$ cat src/rtl/es_pkg.sv
package es_pkg;
  localparam int TS_W  = 64;
  localparam int REC_W = TS_W + 2;

  // Capture command from the control half to the datapath half
  typedef struct packed {
    logic push;    // write one record this cycle
    logic src;     // 1 = strobe, 0 = clock/data line
    logic rising;  // edge polarity
    logic lost;    // a clock-line record was displaced by a strobe record
  } capCmd_t;
endpackage

$ cat src/rtl/es_ctrl.sv
module es_ctrl
  import es_pkg::*;
#(
  parameter int DEC_W = 8,
  parameter int PER_W = 16
) (
  input  logic             clk,
  input  logic             rstN,
  input  logic             clkLineIn,
  input  logic             strobeIn,
  input  logic [DEC_W-1:0] decimN,
  input  logic [PER_W-1:0] winLo,
  input  logic [PER_W-1:0] winHi,
  output capCmd_t          cmd,
  output logic [PER_W-1:0] periodCount,
  output logic             phaseAlarm
);
  localparam int NCH = 2;  // channel 0 = clock line, 1 = strobe

  logic [NCH-1:0] rawIn, syncA, syncB, lastS, riseE, fallE;
  assign rawIn = {strobeIn, clkLineIn};

  for (genvar g = 0; g < NCH; g++) begin : gChan
    always_ff @(posedge clk) begin
      if (!rstN) begin
        syncA[g] <= 1'b0;
        syncB[g] <= 1'b0;
        lastS[g] <= 1'b0;
      end else begin
        syncA[g] <= rawIn[g];
        syncB[g] <= syncA[g];
        lastS[g] <= syncB[g];
      end
    end
    assign riseE[g] = syncB[g] & ~lastS[g];
    assign fallE[g] = ~syncB[g] & lastS[g];
  end

  // Decimation of clock-line rising edges
  logic [DEC_W-1:0] nEff, decCnt;
  logic clkSel, strobeEv;
  assign nEff     = (decimN == '0) ? DEC_W'(1) : decimN;
  assign clkSel   = riseE[0] && (decCnt >= nEff - 1'b1);
  assign strobeEv = riseE[1] | fallE[1];

  always_ff @(posedge clk) begin
    if (!rstN) decCnt <= '0;
    else if (riseE[0]) decCnt <= clkSel ? '0 : decCnt + 1'b1;
  end

  always_comb begin
    cmd.push   = strobeEv | clkSel;
    cmd.src    = strobeEv;
    cmd.rising = strobeEv ? riseE[1] : 1'b1;
    cmd.lost   = strobeEv & clkSel;
  end

  // Phase monitor
  logic [PER_W-1:0] runCnt;
  logic havePrev;

  always_ff @(posedge clk) begin
    if (!rstN) begin
      runCnt      <= '0;
      havePrev    <= 1'b0;
      periodCount <= '0;
      phaseAlarm  <= 1'b0;
    end else if (clkSel) begin
      runCnt   <= PER_W'(1);
      havePrev <= 1'b1;
      if (havePrev) begin
        periodCount <= runCnt;
        phaseAlarm  <= (runCnt < winLo) || (runCnt > winHi);
      end
    end else if (runCnt != '1) begin
      runCnt <= runCnt + 1'b1;
    end
  end


  alarm_hold_chk: assert property (@(posedge clk) disable iff (!rstN)
    !clkSel |=> $stable(phaseAlarm));


  fall_ignored_chk: assert property (@(posedge clk) disable iff (!rstN)
    (fallE[0] && !strobeEv) |-> !cmd.push);
endmodule

$ cat src/rtl/es_data.sv
module es_data
  import es_pkg::*;
#(
  parameter int FIFO_DEPTH = 4,
  parameter int OVF_W      = 8
) (
  input  logic             clk,
  input  logic             rstN,
  input  capCmd_t          cmd,
  input  logic             recReady,
  output logic             recValid,
  output logic [REC_W-1:0] recData,
  output logic [OVF_W-1:0] overflowCount
);
  localparam int AW = $clog2(FIFO_DEPTH);
  localparam logic [TS_W-1:0] PIPE_LAT = TS_W'(2);

  logic [TS_W-1:0]  tsCount, stamp;
  logic [REC_W-1:0] mem [FIFO_DEPTH];
  logic [AW:0]      wrPtr, rdPtr;
  logic full, empty, doPush, doPop;
  logic [1:0]       lossInc;
  logic [OVF_W:0]   ovfSum;

  always_ff @(posedge clk) begin
    if (!rstN) tsCount <= '0;
    else tsCount <= tsCount + 1'b1;
  end
  assign stamp = tsCount - PIPE_LAT;

  assign empty  = (wrPtr == rdPtr);
  assign full   = (wrPtr[AW] != rdPtr[AW]) && (wrPtr[AW-1:0] == rdPtr[AW-1:0]);
  assign doPush = cmd.push && !full;
  assign doPop  = recValid && recReady;
  assign recValid = !empty;
  assign recData  = mem[rdPtr[AW-1:0]];

  always_ff @(posedge clk) begin
    if (doPush) mem[wrPtr[AW-1:0]] <= {cmd.src, cmd.rising, stamp};
  end

  always_ff @(posedge clk) begin
    if (!rstN) begin
      wrPtr <= '0;
      rdPtr <= '0;
    end else begin
      if (doPush) wrPtr <= wrPtr + 1'b1;
      if (doPop)  rdPtr <= rdPtr + 1'b1;
    end
  end

  assign lossInc = {1'b0, cmd.push && full} + {1'b0, cmd.lost};
  assign ovfSum  = {1'b0, overflowCount} + {{(OVF_W-1){1'b0}}, lossInc};

  always_ff @(posedge clk) begin
    if (!rstN) overflowCount <= '0;
    else if (lossInc != 2'd0) overflowCount <= ovfSum[OVF_W] ? '1 : ovfSum[OVF_W-1:0];
  end


  ts_step_chk: assert property (@(posedge clk) disable iff (!rstN)
    tsCount != '0 |-> tsCount == $past(tsCount) + 1'b1);


  hold_chk: assert property (@(posedge clk) disable iff (!rstN)
    (recValid && !recReady) |=> (recValid && $stable(recData)));


  no_overflow_chk: assert property (@(posedge clk) disable iff (!rstN)
    (cmd.push && full && overflowCount != '1) |=> overflowCount > $past(overflowCount));
endmodule

$ cat src/rtl/edge_stamper.sv
module edge_stamper
  import es_pkg::*;
#(
  parameter int FIFO_DEPTH = 4,
  parameter int DEC_W      = 8,
  parameter int PER_W      = 16,
  parameter int OVF_W      = 8
) (
  input  logic             clk,
  input  logic             rstN,
  input  logic             clkLineIn,
  input  logic             strobeIn,
  input  logic [DEC_W-1:0] decimN,
  input  logic [PER_W-1:0] winLo,
  input  logic [PER_W-1:0] winHi,
  input  logic             recReady,
  output logic             recValid,
  output logic [65:0]      recData,
  output logic [OVF_W-1:0] overflowCount,
  output logic [PER_W-1:0] periodCount,
  output logic             phaseAlarm
);
  capCmd_t cmd;

  es_ctrl #(.DEC_W(DEC_W), .PER_W(PER_W)) uCtrl (
    .clk(clk), .rstN(rstN), .clkLineIn(clkLineIn), .strobeIn(strobeIn),
    .decimN(decimN), .winLo(winLo), .winHi(winHi), .cmd(cmd),
    .periodCount(periodCount), .phaseAlarm(phaseAlarm)
  );

  es_data #(.FIFO_DEPTH(FIFO_DEPTH), .OVF_W(OVF_W)) uData (
    .clk(clk), .rstN(rstN), .cmd(cmd), .recReady(recReady),
    .recValid(recValid), .recData(recData), .overflowCount(overflowCount)
  );
endmodule

$ cat config.mk
export PLATFORM = sky130hd
export DESIGN_NAME = edge_stamper
export DESIGN_NICKNAME = d
export VERILOG_FILES = /design/src/rtl/es_pkg.sv /design/src/rtl/es_ctrl.sv /design/src/rtl/es_data.sv /design/src/rtl/edge_stamper.sv
export SDC_FILE = /design/constraint.sdc
export NUM_CORES = 1
export LEC_CHECK = 0
export ABC_AREA = 1
export BUFFER_PORTS_ARGS = -buffer_cell sky130_fd_sc_hd__buf_2
export CAP_MARGIN = 20
export CORE_MARGIN = 10
export CORE_UTILIZATION = 35
export CTS_BUF_LIST = sky130_fd_sc_hd__clkbuf_4 sky130_fd_sc_hd__clkbuf_8
export DETAILED_ROUTE_END_ITERATION = 12
export PLACE_DENSITY = 0.61
export SETUP_SLACK_MARGIN = 0.15
export SLEW_MARGIN = 20
export SYNTH_ARGS = -nofsm -noshare
export SYNTH_HDL_FRONTEND = slang
export SYNTH_SLANG_ARGS = --single-unit
$ cat constraint.sdc
create_clock -name clk -period 14.4 [get_ports clk]
set_clock_uncertainty 0.2 [all_clocks]
set_input_delay 3.6 -clock clk [delete_from_list [all_inputs] [get_ports clk]]
set_output_delay 3.6 -clock clk [all_outputs]
set_load 0.02 [all_outputs]
==> qor.yml, run 1 <==
areaGrowthSynthToFinish_pct: 14.1
finalPower_uw: 2790
ctsHtreeMaxLevel: 3
synth.distinct_cells: 44
cts_resized: 0
layout_common_cells: "nor2_1 (384), nand2_1 (372), edfxtp_1 (264)"
die_area_um2: 64700
first_global_vias: 15100
cp-start-kind: "input port"
avgSynthCellArea_um2: 8.85
final_common_cell: "nor2_1"
core.rowCount: 85
die_h_um: 254
timing.fmax_mhz: 136
grt_start_max_net_pins: 115
core_area_um2: 54100
fin_setup_tns_ns: 0
synth_top_cell_by_area: "edfxtp_1"
nets: 2411
cp.arrival_ns: 7.37
synthesis.area_um2: 19200
numPortBuffers: 136
status: "complete, no violations"
cap_violations: 0
post-cts-setup-buffers: 0
cp-end-kind: "flop"
setup_violations: 0
drive_above_1_share_pct: 13.6
die_w_um: 254
cts.sinks: 392
ys.flop_type: "edfxtp_1"
cts_root_buf: "clkbuf_8"
syn_inst: 2172
drc: 0
tightest_slew_ns: 0.966
synthTopCellsByArea: "edfxtp_1 (41%), dfxtp_1 (13%), nor2_1 (7.6%), nand2_1 (7.3%), o21ai_0 (4.2%)"
irDropWorstVdd_mv: 0.0645
hold_violations: 0
cts.path.max_buffers: 3
n_fill_cell: 5323
drt_first_pass_iters: 5
antenna_found_initial: 0
post-route-min-period_ns: 7.35
pin_count: 137
power_density_nw_per_um2: 127
period_share_pct: 51.0
synthArstFlopShare_pct: 0
p_leak_uw: 0.00854
clk_pin_slew_ns: 0.06
slew_headroom_pct: 35.6
worst-setup-path-type: "input port to flop"
start_util_pct: 35.5
yosysWarnings: 0
netlist.area_leader.share_pct: 41.3
grt_pass1_wl_mm: 83.6
gp_congestion: 0.944
yosysSeqAreaShare_pct: 54.6
ant_nets: 0
hp-class: "flop to flop"
insertion_delay_ns: 0.63
tritoncts: "yes"
drv_slew: 0
wl_per_cell_um: 17.5
holdBufCountCts: 0
numCtsBuffers: 69
drt-initial-drc-count: 1172
via_per_inst: 5.05
diodes: 0
crit_fanout: 51
vias: 15400
required_ns: 14.42
synth_edf_count: 264
syn-num-nets: 2273
yosys_register_bits: 392
grt.overflow.total: 0
wirelength_mm: 53.4
dp_hpwl_mm: 38.1
track_usage_pct: 16.5
rsz0062_at_grt: "no"
cell usage after synthesis, types with 2 or more instances:
cell,instances
dfxtp_1,128
clkbuf_1,49
o21ai_0,163
inv_1,211
buf_2,22
nand4_1,43
a21oi_1,104
nor2_1,388
xor2_1,72
and2_1,3
edfxtp_1,264
nand3_2,5
nand3_1,77
nand2_1,372
a21o_1,3
nor2_2,17
clkinv_1,3
xnor2_1,10
o22ai_1,66
nor3b_1,2
or2_0,6
or2_2,2
nor2_4,8
ha_1,55
nor3_2,4
nand3b_1,6
clkbuf_2,5
nand2_2,14
nor4_1,3
inv_2,6
a31oi_1,4
nor3_1,45
registers in the layout, summed over array words and instances (netlist names), 2 cells and up, named ones only:
| register | count |
|---|---|
| uCtrl.syncA | 2 |
| uCtrl.lastS | 2 |
| uData.tsCount | 64 |
| uCtrl.decCnt | 8 |
| uData.wrPtr | 3 |
| uCtrl.periodCount | 16 |
| uCtrl.syncB | 2 |
| uData.mem | 264 |
| uData.overflowCount | 8 |
| uCtrl.runCnt | 16 |
| uData.rdPtr | 3 |
metal layers:
layer / track usage, % / part of all wire [%] / vias up
met4: 6.43 / 2.9 / 0
met2: 26.8 / 47 / 416
met5: 0 / 0 / -
li1: - / - / 7571
met3: 3.15 / 6.1 / 92
met1: 21.3 / 45 / 7345
power breakdown:
| group | internal, uW | switching, uW | leakage (uW) |
|---|---|---|---|
| clock | 578 | 456 | 0.000717 |
| combinational | 133 | 349 | 0.00446 |
| sequential | 1250 | 17.9 | 0.00336 |
| total | 1960 | 823 | 0.00854 |
per-stage QoR:
stage          utilization, %  hold slack [ns]  worst slack, ns  std cells  cell area [um2]
2_1_floorplan               -            0.190             5.46       2172            19200
3_3_place_gp             37.9            0.196             6.39       2935            20500
3_5_place_dp             37.9            0.200             6.33       2935            20500
4_1_cts                  40.5            0.210             6.98       3057            21900
5_1_grt                  40.5            0.233             6.66       3057            21900
6_report                 40.5            0.206             7.05       3057            21900
worst paths after layout:
| check | from | endpoint | slack, ns | cells past startpoint |
|---|---|---|---|---|
| setup / recovery | decimN[2] | uData.mem[1][52] | 7.05 | 20 |
| hold / removal | uCtrl.syncA[0] | uCtrl.syncB[0] | 0.21 | 2 |
| setup reg to reg | uCtrl.decCnt[0] | uData.mem[1][52] | 10.66 | 13 |
| hold reg to reg | uCtrl.syncA[0] | uCtrl.syncB[0] | 0.21 | 2 |
cells by family (layout without fill, tap and decap cells):
family,after synthesis,in the layout,share of synthesized area (%)
fa+ha+maj,56,56,3.69
xor+xnor,82,82,3.74
flops,392,392,54.6
simple gates,999,999,22.4
buf+inv,298,487,6.02
compound gates,345,345,9.54
final cells by class:
type | count | area (um2) | share of cell area (%)
flip-flops and latches | 392 | 10500 | 47.9
multi-input cells | 1482 | 7600 | 34.6
clock buffers | 92 | 1160 | 5.29
well taps | 696 | 871 | 3.97
inverters | 220 | 827 | 3.77
repair buffers | 145 | 752 | 3.43
clock inverters | 30 | 223 | 1.02
worst max-delay path: stages:
cell and delay [ns]:
buf_2 0.11, inv_1 0.06, nand2_1 0.06, nor2_1 0.14, nand2_1 0.06, nand2_1 0.07, inv_1 0.07, ha_1 0.21
nand3_1 0.12, nor3_1 0.07, xnor2_1 0.12, ha_1 0.28, nand2_1 0.06, o21a_1 0.18, nand2_1 0.11, nand2_1 0.21
nand2_1 0.26, nand2_1 0.27, nor2_4 0.50, buf_4 0.69
Note: power is estimated with default switching activity, not from simulation.
==> run 2, diff against run 1 <==
Settings changed: PLACE_DENSITY 0.61 to 0.63.
Clock period 14.4 ns to 6.03 ns, I/O delays scaled along.
==> qor.yml, run 2 (same netlist as run 1, synthesis figures left out) <==
status: "complete, no violations"
tightest_slew_ns: 0.923  # -0.0434 ns
gp_congestion: 0.959  # +1.6%
nets: 2423  # +0.50%
power_density_nw_per_um2: 298  # +130%
ant_nets: 0  # unchanged
rsz0062_at_grt: "no"
core_area_um2: 54100  # unchanged
final_common_cell: "nor2_1"
ctsHtreeMaxLevel: 3  # unchanged
post-cts-setup-buffers: 0  # unchanged
grt_pass1_wl_mm: 84.8  # +1.4%
die_h_um: 254  # unchanged
wirelength_mm: 54.1  # +1.3%
place_inst: 2949  # +0.48%
numCtsBuffers: 67  # -2.9%
largest_register_ff_count: 264  # unchanged
crit_top_cell: "nand2_1"
insertion_delay_ns: 0.65  # +0.02 ns
numPortBuffers: 136  # unchanged
post-route-min-period_ns: 5.04
track_usage_pct: 16.7  # +0.20 points
hp-class: "flop to flop"
layout_common_cells: "nor2_1 (384), nand2_1 (372), edfxtp_1 (264)"
antenna_found_initial: 0  # unchanged
pin_count: 137  # unchanged
dp_hpwl_mm: 39.5  # +3.5%
vias: 15500  # +0.67%
drv_slew: 0  # unchanged
regArea_um2: 10500  # unchanged
start_util_pct: 35.5  # unchanged
clk_pin_slew_ns: 0.06  # about the same
drt_first_pass_iters: 7  # +2
cts_resized: 0  # unchanged
hold_violations: 0  # unchanged
drc: 0  # unchanged
period_share_pct: 83.6
multi_input_area_um2: 7600  # unchanged
cp.arrival_ns: 5.32  # -2.05 ns
tritoncts: "yes"
die_area_um2: 64700  # unchanged
diodes: 0  # unchanged
finalPower_uw: 6570  # +140%
grt.overflow.total: 0  # unchanged
cp-end-kind: "flop"
worst-setup-path-type: "input port to flop"
p_leak_uw: 0.00861  # +0.78%
cap_violations: 0  # unchanged
cp_slowest_stage_delay_ns: 0.39  # -0.30 ns
finish.utilization_pct: 40.8  # +0.25 points
die_w_um: 254  # unchanged
n_fill_cell: 5280  # -0.81%
cts_root_buf: "clkbuf_8"
drt-initial-drc-count: 1184  # +1.0%
first_global_vias: 15400  # +2.1%
via_per_inst: 5.07  # +0.44%
cp-start-kind: "input port"
timing.fmax_mhz: 198
slew_headroom_pct: 38.5  # +2.9 points
areaGrowthSynthToFinish_pct: 14.8
fin_setup_tns_ns: 0  # unchanged
holdBufCountCts: 0  # unchanged
critical_path.slowest_cell: "fa_1"
wl_per_cell_um: 17.6  # +1.1%
worst_hold_slack_ns: 0.208  # +0.00166 ns
core.rowCount: 85  # unchanged
required_ns: 6.31  # -8.11 ns
cts.path.max_buffers: 3  # unchanged
cts.sinks: 392  # unchanged
setup_violations: 0  # unchanged
final_cells: 3064  # +0.23%
drive_above_1_share_pct: 14.1  # +0.51 points
grt_start_max_net_pins: 95  # -17%
irDropWorstVdd_mv: 0.143  # +120%
crit_fanout: 6  # -88%
## run 2: cell types whose count changed in the layout (fill, tap and decap cells not counted), sizes merged
| cell | delta |
|---|---|
| bufinv | -2 |
| inv | +3 |
| clkinv | -8 |
| clkbuf | +2 |
| clkinvlp | -2 |
| buf | +14 |
## run 2: stage by stage
step                instance area, um2  worst slack [ns]
floorplan                        19200            -0.818
global placement                 20800             0.468
detailed placement               20800             0.298
CTS                              22100             0.982
global route                     22100             0.521
finish                           22100             0.986
## run 2: cell type report
class                           instances  area share (%)
Sequential cell                       392            47.6
Inverter                              220            3.75
Multi-Input combinational cell       1482            34.4
Tap cell                              696            3.95
Timing Repair Buffer                  159            4.44
Clock buffer                           94            5.24
Clock inverter                         21           0.624
## run 2: power breakdown
group	switching (uW)	internal, uW
Sequential	43.5	2990
Clock	1080	1280
Combinational	843	331
## run 2: critical path: cells and delay by family
kind | cells | cell delay [ns]
AO/OA/AOI/OAI | 3 | 0.33
XOR/XNOR | 1 | 0.15
adder cells (fa/ha/maj) | 5 | 1.33
buffers and inverters | 5 | 0.40
AND/OR/NAND/NOR | 15 | 1.61
## run 2: final timing paths
kind / startpoint / end / slack (ns) / depth (start not counted)
setup / recovery: decimN[2] / uData.overflowCount[6] / 0.99 / 29
hold / removal: uCtrl.syncA[0] / uCtrl.syncB[0] / 0.21 / 2
setup reg to reg: uCtrl.decCnt[0] / uData.overflowCount[6] / 2.46 / 22
hold reg to reg: uCtrl.syncA[0] / uCtrl.syncB[0] / 0.21 / 2
## run 2: metal layers
metal	global-route usage (%)	wire, um
met3	3.27	3290
met5	0	0
met2	27.5	25300
met1	21.2	23900
met4	6.35	1550
==> run 3, diff against run 2 <==
Clock period 6.03 ns to 4.4 ns, I/O delays scaled along.
==> qor.yml, run 3 (same netlist as run 1, synthesis figures left out) <==
numCtsBuffers: 72  # +7.5%
die_h_um: 254  # unchanged
drive_above_1_share_pct: 16.9  # +2.8 points
regArea_um2: 10500  # unchanged
pwr-share-seq_pct: 43.1  # -3.1 points
numPortBuffers: 136  # unchanged
tightest_slew_ns: 0.719  # -0.204 ns
intPower_uw: 6750  # +47%
antenna_found_initial: 1  # +1
pwr-share-comb_pct: 17.4  # -0.5 points
holdBufCountCts: 0  # unchanged
largest_register_ff_count: 264  # unchanged
ant_nets: 0  # unchanged
swShare_pct: 29.7  # -0.28 points
grt_start_max_net_pins: 133  # +40%
cts_root_buf: "clkbuf_8"
wirelength_mm: 54.5  # +0.86%
irDropWorstVdd_mv: 0.269  # +88%
status: "complete, no violations"
design_area_um2: 22900  # +3.7%
period_share_pct: 91.7
drt-initial-drc-count: 965  # -18%
clk_pin_slew_ns: 0.06  # about the same
post-cts-setup-buffers: 0  # unchanged
die_w_um: 254  # unchanged
multi_input_area_um2: 7740  # +2.0%
drc: 0  # unchanged
layout_common_cells: "nor2_1 (379), nand2_1 (363), edfxtp_1 (264)"
setup_violations: 0  # unchanged
die_area_um2: 64700  # unchanged
core_area_um2: 54100  # unchanged
vias: 15800  # +1.7%
power_density_nw_per_um2: 420  # +41%
core.rowCount: 85  # unchanged
drt_first_pass_iters: 5  # -2
ctsHtreeMaxLevel: 3  # unchanged
cp.arrival_ns: 4.39  # -0.93 ns
finish.utilization_pct: 42.3  # +1.5 points
timing.fmax_mhz: 248
required_ns: 4.76  # -1.55 ns
final_common_cell: "nor2_1"
hp-class: "flop to flop"
grt.overflow.total: 0  # unchanged
wl_per_cell_um: 17.5  # -0.70%
cp-start-kind: "input port"
hold_violations: 0  # unchanged
ff2ff_setup_slack_ns: 1.22  # -1.24 ns
via_per_inst: 5.08  # +0.16%
grt_pass1_wl_mm: 84.5  # -0.35%
nets: 2460  # +1.5%
insertion_delay_ns: 0.68  # +0.03 ns
cap_violations: 0  # unchanged
worstHoldPathCells: 2  # unchanged
postPlaceCellArea_um2: 21200  # +2.2%
track_usage_pct: 16.5  # -0.12 points
start_util_pct: 35.5  # unchanged
p_sw_uw: 2850  # +45%
cts.path.max_buffers: 3  # unchanged
n_fill_cell: 5266  # -0.27%
crit_fanout: 3  # -3
p_leak_uw: 0.00897  # +4.2%
worst_hold_slack_ns: 0.184  # -0.0238 ns
dp_hpwl_mm: 40.1  # +1.5%
finalPower_uw: 9600  # +46%
rsz0062_at_grt: "no"
cp-end-kind: "flop"
gp_congestion: 0.980  # +2.2%
post-route-min-period_ns: 4.03
areaGrowthSynthToFinish_pct: 19.1
drv_slew: 0  # unchanged
slew_headroom_pct: 52.1  # +14 points
tritoncts: "yes"
worst-setup-path-type: "input port to flop"
pin_count: 137  # unchanged
cts.sinks: 392  # unchanged
p_clk_share_pct: 39.4  # +3.4 points
first_global_vias: 15600  # +1.3%
cts_resized: 0  # unchanged
worstRegToRegCells: 21  # -4.5%
==> run 3: cell types whose count changed in the layout (fill, tap and decap cells not counted), moves of 5 or more <==
cell	delta
nor2_1	-5
inv_1	-6
buf_4	+26
bufinv_16	+5
buf_12	+8
clkinv_2	+6
nand2_1	-9
clkbuf_8	+5
==> run 3: stage by stage <==
step	cells	setup TNS, ns	setup WS (ns)
4_1_cts	3111	0	0.201
3_3_place_gp	2981	-3.12	-0.444
3_5_place_dp	2981	-3.54	-0.512
5_1_grt	3112	0	0.151
6_report	3112	0	0.367
2_1_floorplan	2172	-0.0201	-0.0201
==> run 3: layout make-up <==
class | count | area share, %
Sequential cell | 392 | 45.9
Multi-Input combinational cell | 1482 | 33.8
Timing Repair Buffer | 191 | 5.86
Clock buffer | 95 | 5.22
Tap cell | 696 | 3.81
Inverter | 220 | 3.76
Clock inverter | 35 | 1.62
Antenna cell | 1 | 0.0109
==> run 3: layer usage <==
| metal | wire, um | vias to the layer above | global-route usage (%) |
|---|---|---|---|
| met5 | 0 | - | 0 |
| met4 | 1790 | 0 | 6.45 |
| met3 | 3710 | 123 | 3.32 |
| met2 | 25600 | 543 | 27.5 |
| met1 | 23400 | 7432 | 20.8 |
| li1 | - | 7699 | - |
==> run 3: final timing paths <==
kind,start,to
worst max-delay path,decimN[4],uData.overflowCount[6]
worst min-delay path,uCtrl.syncA[1],uCtrl.syncB[1]
worst max register to register,uCtrl.decCnt[0],uData.overflowCount[6]
worst min register to register,uCtrl.syncA[1],uCtrl.syncB[1]
==> run 3: worst max-delay path: stages <==
cell and delay, ns:
buf_4 0.12, inv_4 0.06, nand2_4 0.04, nor2_4 0.11
nand2_2 0.05, nand2_2 0.07, inv_2 0.05, ha_4 0.16
nand3_4 0.07, nor3_4 0.05, xnor2_1 0.12, ha_1 0.27
nand2_1 0.06, o21a_1 0.19, nand2_2 0.13, nand2_4 0.09
a21oi_4 0.20, ha_4 0.15, ha_2 0.17, inv_2 0.04
fa_2 0.35, nor2_2 0.11, nand2_1 0.05, nor2_1 0.11
nand2_1 0.11, inv_2 0.08, nand2_2 0.05, a211oi_1 0.22
==> run 3: power groups by stage <==
stage               Clock (uW)  Combinational (uW)  Sequential (uW)
floorplan                    0                1060             4200
global placement             0                1680             4210
detailed placement           0                1700             4220
CTS                       3870                1710             4140
global route              4020                1850             4140
finish                    3790                1680             4140
